--- config.mk ---
export PLATFORM = sky130hd
export DESIGN_NAME = packed_sad_unit
export DESIGN_NICKNAME = d
export VERILOG_FILES = /design/src/rtl/sad_pkg.sv /design/src/rtl/sad_lane_absdiff.sv /design/src/rtl/sad_pair_fold.sv /design/src/rtl/sad_accum.sv /design/src/rtl/packed_sad_unit.sv
export SDC_FILE = /design/constraint.sdc
export NUM_CORES = 1
export LEC_CHECK = 0
export BUFFER_PORTS_ARGS = -buffer_cell sky130_fd_sc_hd__buf_2
export CAP_MARGIN = 10
export CORE_MARGIN = 4
export CORE_UTILIZATION = 45
export DETAILED_ROUTE_END_ITERATION = 10
export PLACE_DENSITY_LB_ADDON = 0.2
export SLEW_MARGIN = 20
export SYNTH_ARGS = -nofsm -noshare
export SYNTH_HDL_FRONTEND = slang
export SYNTH_SLANG_ARGS = --single-unit
--- constraint.sdc ---
create_clock -name clk -period 8.5 [get_ports clk]
set_clock_uncertainty 0.05 [all_clocks]
set_input_delay 1.7 -clock clk [delete_from_list [all_inputs] [get_ports clk]]
set_output_delay 1.7 -clock clk [all_outputs]
set_load 0.02 [all_outputs]
--- src/rtl/sad_pkg.sv ---
// Package: shared widths for the packed SAD datapath.
// Assumes an even lane count so lanes pair up cleanly.
package sad_pkg;
    localparam int PIX_W  = 8;
    localparam int LANES  = 4;
    localparam int HALF_W = 16;
    localparam int ACC_W  = 16;
    localparam int STEP_W = PIX_W + $clog2(LANES);
endpackage

--- src/rtl/sad_lane_absdiff.sv ---
// Module: one byte lane of the absolute-difference stage.
// Forms sat(a-b) and sat(b-a), each clamped at zero, and adds them.
// Assumes unsigned pixels; purely combinational.
module sad_lane_absdiff #(
    parameter int PIX_W = 8
) (
    input  logic [PIX_W-1:0] pix_a,
    input  logic [PIX_W-1:0] pix_b,
    output logic [PIX_W-1:0] sat_ab,
    output logic [PIX_W-1:0] sat_ba,
    output logic [PIX_W-1:0] abs_diff
);
    logic [PIX_W:0] raw_ab;
    logic [PIX_W:0] raw_ba;

    // Saturating subtractions: the borrow bit forces the result to zero.
    always_comb begin
        raw_ab   = {1'b0, pix_a} - {1'b0, pix_b};
        raw_ba   = {1'b0, pix_b} - {1'b0, pix_a};
        sat_ab   = raw_ab[PIX_W] ? '0 : raw_ab[PIX_W-1:0];
        sat_ba   = raw_ba[PIX_W] ? '0 : raw_ba[PIX_W-1:0];
        abs_diff = sat_ab | sat_ba;
    end
endmodule

--- src/rtl/sad_pair_fold.sv ---
// Module: folds lane differences into packed halves and sums them.
// Adjacent lanes (0,1), (2,3), ... form pairs. Each pair sum is
// widened into its own HALF_W slot, and the slots are added to give
// the step SAD. Assumes LANES is even; purely combinational.
module sad_pair_fold #(
    parameter int PIX_W  = 8,
    parameter int LANES  = 4,
    parameter int HALF_W = 16,
    parameter int STEP_W = 10
) (
    input  logic [LANES*PIX_W-1:0]      lane_diff,
    output logic [(LANES/2)*HALF_W-1:0] packed_halves,
    output logic [STEP_W-1:0]           step_sad
);
    localparam int NPAIR = LANES / 2;

    genvar p;
    generate
        for (p = 0; p < NPAIR; p++) begin : g_pair
            logic [PIX_W:0] pair_sum;
            // Pair add: low lane plus high lane of this pair.
            always_comb begin
                pair_sum = {1'b0, lane_diff[(2*p)*PIX_W +: PIX_W]}
                         + {1'b0, lane_diff[(2*p+1)*PIX_W +: PIX_W]};
            end
            assign packed_halves[p*HALF_W +: HALF_W] = HALF_W'(pair_sum);
        end
    endgenerate

    // Final reduction: sum the widened halves.
    always_comb begin
        step_sad = '0;
        for (int i = 0; i < NPAIR; i++) begin
            step_sad = step_sad + STEP_W'(packed_halves[i*HALF_W +: HALF_W]);
        end
    end
endmodule

--- src/rtl/sad_accum.sv ---
// Module: running SAD total, the single register stage.
// Clear has priority over a valid step; the sum wraps at ACC_W bits.
module sad_accum #(
    parameter int STEP_W = 10,
    parameter int ACC_W  = 16
) (
    input  logic              clk,
    input  logic              rst_n,
    input  logic              clr,
    input  logic              step_valid,
    input  logic [STEP_W-1:0] step_sad,
    output logic [ACC_W-1:0]  total
);
    // Accumulator update: reset, clear, add, or hold.
    always_ff @(posedge clk) begin
        if (!rst_n)          total <= '0;
        else if (clr)        total <= '0;
        else if (step_valid) total <= total + ACC_W'(step_sad);
    end

    assert_hold_idle_R6: assert property (@(posedge clk) disable iff (!rst_n)
        (!clr && !step_valid) |=> $stable(total));
    assert_clear_zero_R7: assert property (@(posedge clk) disable iff (!rst_n)
        clr |=> (total == '0));
    assert_add_step_R5: assert property (@(posedge clk) disable iff (!rst_n)
        (!clr && step_valid) |=> (total == ACC_W'($past(total) + ACC_W'($past(step_sad)))));
endmodule

--- src/rtl/packed_sad_unit.sv ---
// Module: top of the packed-byte SAD datapath.
// Lanes -> pair fold -> accumulator. Word inputs are combinational up
// to the accumulator, so results appear one edge after a valid pair.
module packed_sad_unit
    import sad_pkg::*;
(
    input  logic                   clk,
    input  logic                   rst_n,
    input  logic                   sad_clear,
    input  logic                   pix_valid,
    input  logic [LANES*PIX_W-1:0] ref_word,
    input  logic [LANES*PIX_W-1:0] cur_word,
    output logic [ACC_W-1:0]       sad_total
);
    localparam int NPAIR    = LANES / 2;
    localparam int STEP_MAX = LANES * ((1 << PIX_W) - 1);

    logic [LANES*PIX_W-1:0]  lane_diff;
    logic [LANES*PIX_W-1:0]  sat_ab_v;
    logic [LANES*PIX_W-1:0]  sat_ba_v;
    logic [NPAIR*HALF_W-1:0] halves;
    logic [STEP_W-1:0]       step_sad;

    genvar k;
    generate
        for (k = 0; k < LANES; k++) begin : g_lane
            sad_lane_absdiff #(.PIX_W(PIX_W)) u_lane (
                .pix_a    (ref_word[k*PIX_W +: PIX_W]),
                .pix_b    (cur_word[k*PIX_W +: PIX_W]),
                .sat_ab   (sat_ab_v[k*PIX_W +: PIX_W]),
                .sat_ba   (sat_ba_v[k*PIX_W +: PIX_W]),
                .abs_diff (lane_diff[k*PIX_W +: PIX_W])
            );
            assert_one_side_zero_R3: assert property (@(posedge clk) disable iff (!rst_n)
                (sat_ab_v[k*PIX_W +: PIX_W] == '0) || (sat_ba_v[k*PIX_W +: PIX_W] == '0));
        end
    endgenerate

    sad_pair_fold #(
        .PIX_W(PIX_W), .LANES(LANES), .HALF_W(HALF_W), .STEP_W(STEP_W)
    ) u_fold (
        .lane_diff     (lane_diff),
        .packed_halves (halves),
        .step_sad      (step_sad)
    );

    assert_step_bound_R4: assert property (@(posedge clk) disable iff (!rst_n)
        32'(step_sad) <= STEP_MAX);

    sad_accum #(.STEP_W(STEP_W), .ACC_W(ACC_W)) u_acc (
        .clk        (clk),
        .rst_n      (rst_n),
        .clr        (sad_clear),
        .step_valid (pix_valid),
        .step_sad   (step_sad),
        .total      (sad_total)
    );
endmodule

=== After elaboration in Yosys (flattened, before gate mapping) ===
Index checks and enable logic that the tools add are counted.

* Register bits: 16
* Input bits: 68
* Output and inout bits: 16

* Add/subtract/negate cells: 12
* Multiplexer cells: 8
* Bitwise logic cells: 5
* Reduce and logical (&&, ||, !) cells: 1

{| class="wikitable"
|+ Operators by type and width
! operator !! number
|-
| subtractor 8 x 8 -> 9 bit || 8
|-
| two-way mux 8 bit || 8
|-
| bitwise OR 8 bit || 4
|-
| adder 8 x 8 -> 9 bit || 2
|-
| adder 16 x 10 -> 16 bit || 1
|-
| adder 9 x 9 -> 10 bit || 1
|-
| OR reduction 2 bit || 1
|-
| NOT 1 bit || 1
|}

=== Logic depth before layout (Yosys ltp) ===
Gate-level depths: netlist of the first run.

* Depth in word-level cells: 6
* Gate-level depth with buffers: 24
* Mapped depth without buffers: 24

=== By module ===
From an unflattened synthesis of the first run, not the netlist that was laid out.

* Cells, all modules: 775
* Area, all modules: 5970.7 sq um

{| class="wikitable"
|+ Modules (own cells, without submodules)
! module !! times used !! cells each !! area an instance (sq um)
|-
| sad_lane_absdiff (g_lane[2].u_lane ...) || 2 || 129 || 949.7
|-
| sad_lane_absdiff (g_lane[0].u_lane ...) || 2 || 129 || 945.9
|-
| sad_pair_fold || 1 || 137 || 1094.8
|-
| sad_accum || 1 || 122 || 1084.8
|}

=== Worst setup path before layout of the first run ===
Ideal clock, no wire load.

* Path kind: input-to-reg
* Start point: in ref_word[0]
* End point: reg u_acc.total[11]
* Setup time: 128 ps
* Arrival: 6349 ps
* Required time: 8322 ps
* Path slack: 1973 ps
* Stages: 22
* Path buffers: 0
* Cell sequence: inv_1 -> ha_1 -> inv_1 -> fa_1 -> a21o_1 -> a221oi_2 -> a21oi_1 -> a22oi_1 -> nand2_1 -> o21a_1 -> fa_1 -> fa_1 -> inv_1 -> fa_1 -> inv_1 -> ha_1 -> nor2b_1 -> o31a_1 -> o31ai_1 -> a21oi_1 -> xnor2_1 -> nor2_1

* Word-level cells in the longest chain between the ends: 6

{| class="wikitable"
|+ RTL lines
! what !! line !! source
|-
| start, declared || packed_sad_unit.sv:11 || <nowiki>input logic [LANES*PIX_W-1:0] ref_word,</nowiki>
|-
| subtractor 8 x 8 -> 9 bit, on equally long branches || sad_lane_absdiff.sv:18, sad_lane_absdiff.sv:19 ||
|-
| two-way mux 8 bit, on equally long branches || sad_lane_absdiff.sv:20, sad_lane_absdiff.sv:21 ||
|-
| bitwise OR 8 bit * || sad_lane_absdiff.sv:22 || <nowiki>abs_diff = sat_ab | sat_ba;</nowiki>
|-
| adder 8 x 8 -> 9 bit * || sad_pair_fold.sv:24 || <nowiki>+ {1'b0, lane_diff[(2*p+1)*PIX_W +: PIX_W]};</nowiki>
|-
| adder 9 x 9 -> 10 bit * || sad_pair_fold.sv:34 || <nowiki>step_sad = step_sad + STEP_W'(packed_halves[i*HALF_W +: HALF_W]);</nowiki>
|-
| adder 16 x 10 -> 16 bit * || sad_accum.sv:18 || <nowiki>else if (step_valid) total <= total + ACC_W'(step_sad);</nowiki>
|-
| end signal, assigned || sad_accum.sv:18 ||
|-
| end, declared || sad_accum.sv:12 || <nowiki>output logic [ACC_W-1:0] total</nowiki>
|}

Mark *: on every way between the ends. The rest lies on a longest branch, timed or not.
A chain may end at the register's enable or synchronous reset.

=== Worst setup path after layout of the first run ===
* Start point: in ref_word[8]
* End point: reg u_acc.total[15]

The elaborated chain is that of the path after synthesis.

==> run_results.csv, run 1 <==
group,metric,value,unit
synth,synth_top_area_cell,"ha_1",
layout,fin_util,0.537,
worst_setup_path,cp.arrival,6990,ps
cts,cts.root.buffer_cell,"clkbuf_8",
synth,synthMuxAreaShare,0.0138,
synth,synth_common_cells,"inv_1 (116), ha_1 (79), a21oi_1 (62), a21o_1 (31), fa_1 (31)",
detailed_routing,first_iter_violations,179,
cts,clk_pin_slew_worst_paths,60,ps
cts,clockBufferDepth,2,
placed_design,placed_cell_area,5000,um^2
synth,synth_compound_area_frac,0.342,
floorplanning,die_w,107,um
synth,yosysSeqAreaShare,0.0722,
cts,cts_setup_buffers,0,
detailed_routing,wl_per_cell,13.8,um
sta,tightest_slew,563,ps
placed_design,io_buffers,83,
hold_path,hold_path.class,"reg2reg",
floorplanning,start_util,0.471,
pwr,p_leak,2.75,nW
pwr,p_int,597,uW
sta,maxSlewHeadroom,0.624,
placed_design,dp_cells,768,
cts,clock_latency,250,ps
pwr,pwr-share-clk,0.054,
cts,hold_buffers,0,
synth,ys_ff_latch,16,
layout,drive_gt1_frac,0.166,
cts,cts.sinks,16,
cts,cts_resized,0,
synth,synth.most_common_cell,"inv_1",
layout,area.growth.synth_to_final,13.9,%
global_routing,grt_start_max_net_pins,18,
global_routing,grt_pass1_vias,4143,
detailed_routing,vias,4245,
synth,synth_top_family_by_area,"adder cells",
synth,synth_simple_gate_area_share,0.0883,
layout,finalNetCount,822,
pwr,powerDensity,246,nW/um^2
global_routing,grt_pass1_wl,18.8,mm
pwr,p_comb_frac,0.861,
global_routing,grt_overflow,0,
cts,cts_tree,"done",
synth,ys.flop_type,"dfxtp_1",
sta,rsz0062_at_grt,"no",
cts,cts_max_level,1,
placed_design,dp_slack,1350,ps
synth,synth_cell_types,44,
sta,hold_viol,0,
floorplanning,ios,84,
floorplanning,rows,35,
pwr,p_seq_frac,0.085,
sta,final_max_slew_viol_count,0,
sta,worst_slack,1580,ps
sta,period_share,0.814,
global_routing,grt_usage,0.192,
layout,postLayoutCellArea,5050,um^2
synth,avgSynthCellArea,7.92,um^2
layout,final_cells,772,
sta,min_period,6920,ps
worst_setup_path,crit_path_max_fanout,7,
synth,synth_xor_area_frac,0.0197,
sta,hold_ws,463,ps
detailed_routing,drt_wl_total,10.6,mm
cts,numCtsBuffers,3,
worst_setup_path,critPathLaunchType,"input port",
synth,synth_nets,738,
layout,top_regs,"u_acc.total (16)",
sta,fmax,145,MHz
pwr,p_total,1.24,mW
layout,largest_register_ffs,16,
placed_design,hpwlAfterDp,9.33,mm
global_routing,antenna_found_initial,0,
floorplanning,core,9420,um^2
status,outcome,"completed",
pwr,swShare,0.519,
sta,finalSetupViolCount,0,
synth,synth_fa_ha_area_frac,0.363,
synth,async_flop_share,0,
synth,yosys_warnings,0,
layout,regMostFlops,"u_acc.total",
synth,netlist_instances,560,
detailed_routing,via_per_inst,5.50,
placed_design,place.gp.congestion,0.912,
worst_setup_path,worstSetupEndpointType,"register",
layout,diodes,0,
detailed_routing,antenna_left,0,
sta,fin_tns_setup,0,ps
synth,synth_edf_count,0,
worst_setup_path,worstSetupPathType,"in2reg",
floorplanning,die_h,107,um
detailed_routing,drt_pass1_iterations,4,
synth,netlist_top_cells_area,"ha_1 (22%), fa_1 (14%), inv_1 (9.8%)",
pwr,ir_drop,0.000308,V
layout,fill_cells,906,
detailed_routing,drc_errors,0,
pwr,power_switching,645,uW
flow_run,max_cap_viol_count,0,
synth,yosysTopAreaCellShare,0.223,
worst_setup_path,critPathRequiredTime,8570,ps
synth,syn_area,4440,um^2
floorplanning,die-area,11500,um^2
-- worst paths after layout --
| path | from | endpoint | slack [ps] | depth (start not counted) |
|---|---|---|---|---|
| max | ref_word[8] | u_acc.total[15]$_SDFFE_PP0P_ | 1580 | 23 |
| min | u_acc.total[7]$_SDFFE_PP0P_ | u_acc.total[7]$_SDFFE_PP0P_ | 460 | 2 |
| max reg2reg | u_acc.total[1]$_SDFFE_PP0P_ | u_acc.total[15]$_SDFFE_PP0P_ | 5690 | 12 |
| min reg2reg | u_acc.total[7]$_SDFFE_PP0P_ | u_acc.total[7]$_SDFFE_PP0P_ | 460 | 2 |
-- cell type report --
class / instances / area (um^2) / area share
clock buffer: 4 / 55.1 / 0.0109
sequential: 16 / 320 / 0.0634
tap: 129 / 161 / 0.0319
timing repair buffer: 83 / 415 / 0.0822
multi-input combinational: 424 / 3670 / 0.725
inverter: 116 / 435 / 0.0862
-- logic make-up (layout without fill, tap and decap cells) --
group	after synthesis	in the layout
AO/OA/AOI/OAI	214	214
flip-flops	16	16
XOR/XNOR	10	10
buffers and inverters	120	203
adder cells (fa/ha/maj)	110	110
multiplexers	6	6
AND/OR/NAND/NOR	84	84
-- worst max-delay path, cell delays in order --
cell,delay (ps)
buf_2,110
inv_1,50
ha_1,140
inv_1,60
fa_1,430
a21o_1,210
a221oi_2,340
and2b_1,210
o21bai_2,130
a221oi_1,300
a21oi_1,120
fa_1,500
fa_1,540
inv_1,50
fa_1,490
inv_1,40
ha_1,330
nor2b_1,160
o31a_1,280
o31ai_1,440
a21oi_1,150
xnor2_1,160
nor2_1,50
-- layer usage --
metal / global-route usage / up-vias / wire, um
met5: 0 / - / 0
met4: 0.0265 / 0 / 109
met3: 0.0156 / 13 / 395
met2: 0.326 / 88 / 5070
met1: 0.271 / 1997 / 5050
li1: - / 2147 / -
-- power groups by stage --
stage	Clock (mW)	Combinational, mW	Sequential (mW)
finish	0.0671	1.07	0.106
global route	0.0713	1.24	0.108
CTS	0.0688	1.07	0.107
detailed placement	0	1.06	0.108
global placement	0	1.05	0.108
floorplan	0	0.825	0.122
-- placed cells by master (no fill, tap or decap), types with 5 or more instances in the layout --
master | netlist | final
xnor2_1 | 6 | 6
nor2b_1 | 5 | 5
and3_1 | 7 | 7
a21o_1 | 31 | 31
nor2_1 | 30 | 30
nand2_1 | 21 | 21
inv_1 | 116 | 116
mux2i_1 | 5 | 5
o21a_1 | 13 | 13
o21ai_0 | 17 | 17
buf_2 | 0 | 83
a21oi_1 | 62 | 62
fa_1 | 31 | 31
nand3_1 | 7 | 7
ha_1 | 79 | 79
dfxtp_1 | 16 | 16
a221oi_1 | 17 | 17
o22ai_1 | 12 | 12
a221oi_2 | 7 | 7
nand2b_1 | 5 | 5
o31ai_1 | 6 | 6
a22oi_1 | 11 | 11
o22a_1 | 12 | 12
No activity file was read; power rests on OpenSTA's default activity.
==> run 2, diff against run 1 <==
Settings changed: ABC_AREA from default to 1.
Clock period 8.5 ns to 6.3 ns, I/O delays scaled along.
==> run 2 against run 1 <==
  * Combinational power rose by 55%
  * Die area rose by 11%
  * Core utilization fell by 2.5 points
  * Setup slack got worse by 840 ps
  * First-iteration DRC count rose by 22%
  * Power rose by 53%
  * Critical endpoint is now u_acc.total[9]$_SDFFE_PP0P_
==> run_results.csv, run 2 <==
group,metric,value,unit
pwr,p_leak,3.32,nW
sta,rsz0062_at_grt,"no",
pwr,p_seq_frac,0.074,
cts,numCtsBuffers,3,
placed_design,placed_cell_area,5470,um^2
detailed_routing,via_per_inst,4.78,
layout,regMostFlops,"u_acc.total",
layout,top_regs,"u_acc.total (16)",
global_routing,grt_start_max_net_pins,21,
worst_setup_path,critPathLaunchType,"input port",
synth,async_flop_share,0,
detailed_routing,drt_wl_total,11.2,mm
detailed_routing,drt_pass1_iterations,4,
layout,largest_register_ffs,16,
pwr,power_switching,1.08,mW
layout,layout_common_cells,"nand2_1 (189), inv_1 (180), buf_2 (83)",
detailed_routing,vias,4809,
flow_run,max_cap_viol_count,0,
cts,clk_pin_slew_worst_paths,80,ps
detailed_routing,wl_per_cell,11.1,um
synth,synth.most_common_cell,"nand2_1",
global_routing,grt_usage,0.178,
worst_setup_path,cp.arrival,5720,ps
synth,synth_edf_count,0,
synth,synth_fa_ha_area_frac,0.325,
synth,synth_compound_area_frac,0.143,
status,outcome,"completed",
synth,netlist_instances,792,
detailed_routing,drc_errors,0,
hold_path,hold_path.class,"reg2reg",
hold_path,whs_path_depth,2,
global_routing,antenna_found_initial,0,
sta,finalSetupViolCount,0,
synth,ys_ff_latch,16,
synth,synth_common_cells,"nand2_1 (189), inv_1 (180), ha_1 (79), nand3_1 (66), a21oi_1 (58)",
placed_design,hpwlAfterDp,9.90,mm
pwr,swShare,0.569,
placed_design,dp_slack,450,ps
cts,cts_setup_buffers,0,
sta,hold_viol,0,
synth,synth_nets,970,
cts,cts.sinks,16,
layout,drive_gt1_frac,0.128,
sta,min_period,5560,ps
floorplanning,rows,38,
pwr,p_int,817,uW
cts,clock_latency,260,ps
floorplanning,die_h,113,um
sta,fin_tns_setup,0,ps
layout,fin_util,0.511,
layout,finalNetCount,1045,
floorplanning,die-area,12700,um^2
worst_setup_path,r2r_cells,14,
layout,fill_cells,1133,
layout,multi_input_area,3860,um^2
floorplanning,core,10800,um^2
cts,cts_tree,"done",
floorplanning,die_w,113,um
cts,cts.root.buffer_cell,"clkbuf_8",
worst_setup_path,worstSetupPathType,"in2reg",
sta,final_max_slew_viol_count,0,
worst_setup_path,crit_path_max_fanout,7,
cts,cts_max_level,1,
layout,final_common_cell,"nand2_1",
global_routing,grt_pass1_vias,4421,
global_routing,grt_pass1_wl,19.6,mm
synth,synth_cell_types,36,
sta,period_share,0.882,
synth,synth_simple_gate_area_share,0.275,
pwr,p_comb_frac,0.875,
pwr,pwr-share-clk,0.051,
synth,yosysTopAreaCellShare,0.200,
cts,cts_resized,0,
sta,hold_ws,463,ps
detailed_routing,first_iter_violations,219,
cts,clockBufferDepth,2,
layout,postLayoutCellArea,5520,um^2
layout,diodes,0,
floorplanning,start_util,0.458,
synth,synth_xor_area_frac,0.0372,
sta,tightest_slew,362,ps
synth,ys.flop_type,"dfxtp_1",
synth,syn_area,4940,um^2
synth,yosysSeqAreaShare,0.0648,
floorplanning,ios,84,
sta,fmax,180,MHz
cts,hold_buffers,0,
pwr,ir_drop,0.000325,V
placed_design,place.gp.congestion,0.868,
layout,seq_area,320,um^2
sta,maxSlewHeadroom,0.757,
placed_design,io_buffers,83,
synth,avgSynthCellArea,6.24,um^2
pwr,powerDensity,343,nW/um^2
worst_setup_path,worstSetupEndpointType,"register",
synth,yosys_warnings,0,
synth,synth_top_family_by_area,"adder cells",
synth,synthMuxAreaShare,0,
global_routing,grt_overflow,0,
synth,netlist_top_cells_area,"ha_1 (20%), nand2_1 (14%), inv_1 (14%)",
worst_setup_path,critPathRequiredTime,6470,ps
sta,worst_slack,744,ps
detailed_routing,antenna_left,0,
layout,area.growth.synth_to_final,11.7,%
synth,synth_top_area_cell,"ha_1",
==> run 2: changes by cell type in the layout (fill, tap and decap cells not counted), moves of 12 or more <==
| cell | delta |
|---|---|
| a21o_1 | -27 |
| a221oi_1 | -17 |
| inv_1 | +64 |
| nand2_1 | +168 |
| nand3_1 | +59 |
| nor2_1 | +27 |
| o21ai_1 | +19 |
| o22a_1 | -12 |
==> run 2: power groups by stage <==
stage | clock (mW) | combinational, mW | sequential [mW]
after floorplan | 0 | 1.27 | 0.162
after global placement | 0 | 1.64 | 0.142
after detailed placement | 0 | 1.66 | 0.141
after CTS | 0.0979 | 1.68 | 0.139
after global routing | 0.102 | 1.94 | 0.143
final | 0.0969 | 1.66 | 0.140
==> run 2: kinds of logic after synthesis <==
logic type      after synthesis
buf+inv                     198
simple gates                327
compound gates              120
fa+ha+maj                   110
xor+xnor                     21
flops                        16
==> run 2: final cells by class <==
class,instances,share of cell area
tap,140,0.0317
inverter,185,0.126
clock buffer,4,0.00997
timing repair buffer,83,0.0752
multi-input combinational,578,0.699
sequential,16,0.0580
==> run 2: critical path: stages <==
cell,delay [ps]
buf_2,110
inv_1,50
ha_1,160
inv_1,50
fa_1,370
inv_1,100
o21ai_2,80
nand2_1,80
nand4_2,190
nand2_1,110
nand2_1,90
fa_1,530
inv_1,60
fa_1,570
fa_1,430
inv_1,70
ha_1,220
inv_1,70
fa_1,400
inv_1,90
nand3_1,60
nand3_1,130
nand2_1,100
a21o_1,190
nand3_1,60
nand2_1,50
inv_1,40
==> run 2: layer usage <==
| metal | GRT usage | wire length, um |
|---|---|---|
| met1 | 0.260 | 5600 |
| met2 | 0.302 | 5050 |
| met3 | 0.0118 | 479 |
| met4 | 0.0144 | 35 |
| met5 | 0 | 0 |
==> run 2: final timing paths <==
path	start	to	slack [ps]
hold reg to reg	u_acc.total[0]$_SDFFE_PP0P_	u_acc.total[0]$_SDFFE_PP0P_	460
hold / removal	u_acc.total[0]$_SDFFE_PP0P_	u_acc.total[0]$_SDFFE_PP0P_	460
setup reg to reg	u_acc.total[1]$_SDFFE_PP0P_	u_acc.total[9]$_SDFFE_PP0P_	3850
setup / recovery	ref_word[0]	u_acc.total[9]$_SDFFE_PP0P_	740
==> run 2: stage by stage <==
stage / total power, mW / std cells
after floorplan: 1.43 / 792
after global placement: 1.78 / 1002
after detailed placement: 1.80 / 1002
after CTS: 1.92 / 1006
after global routing: 2.18 / 1006
final: 1.89 / 1006
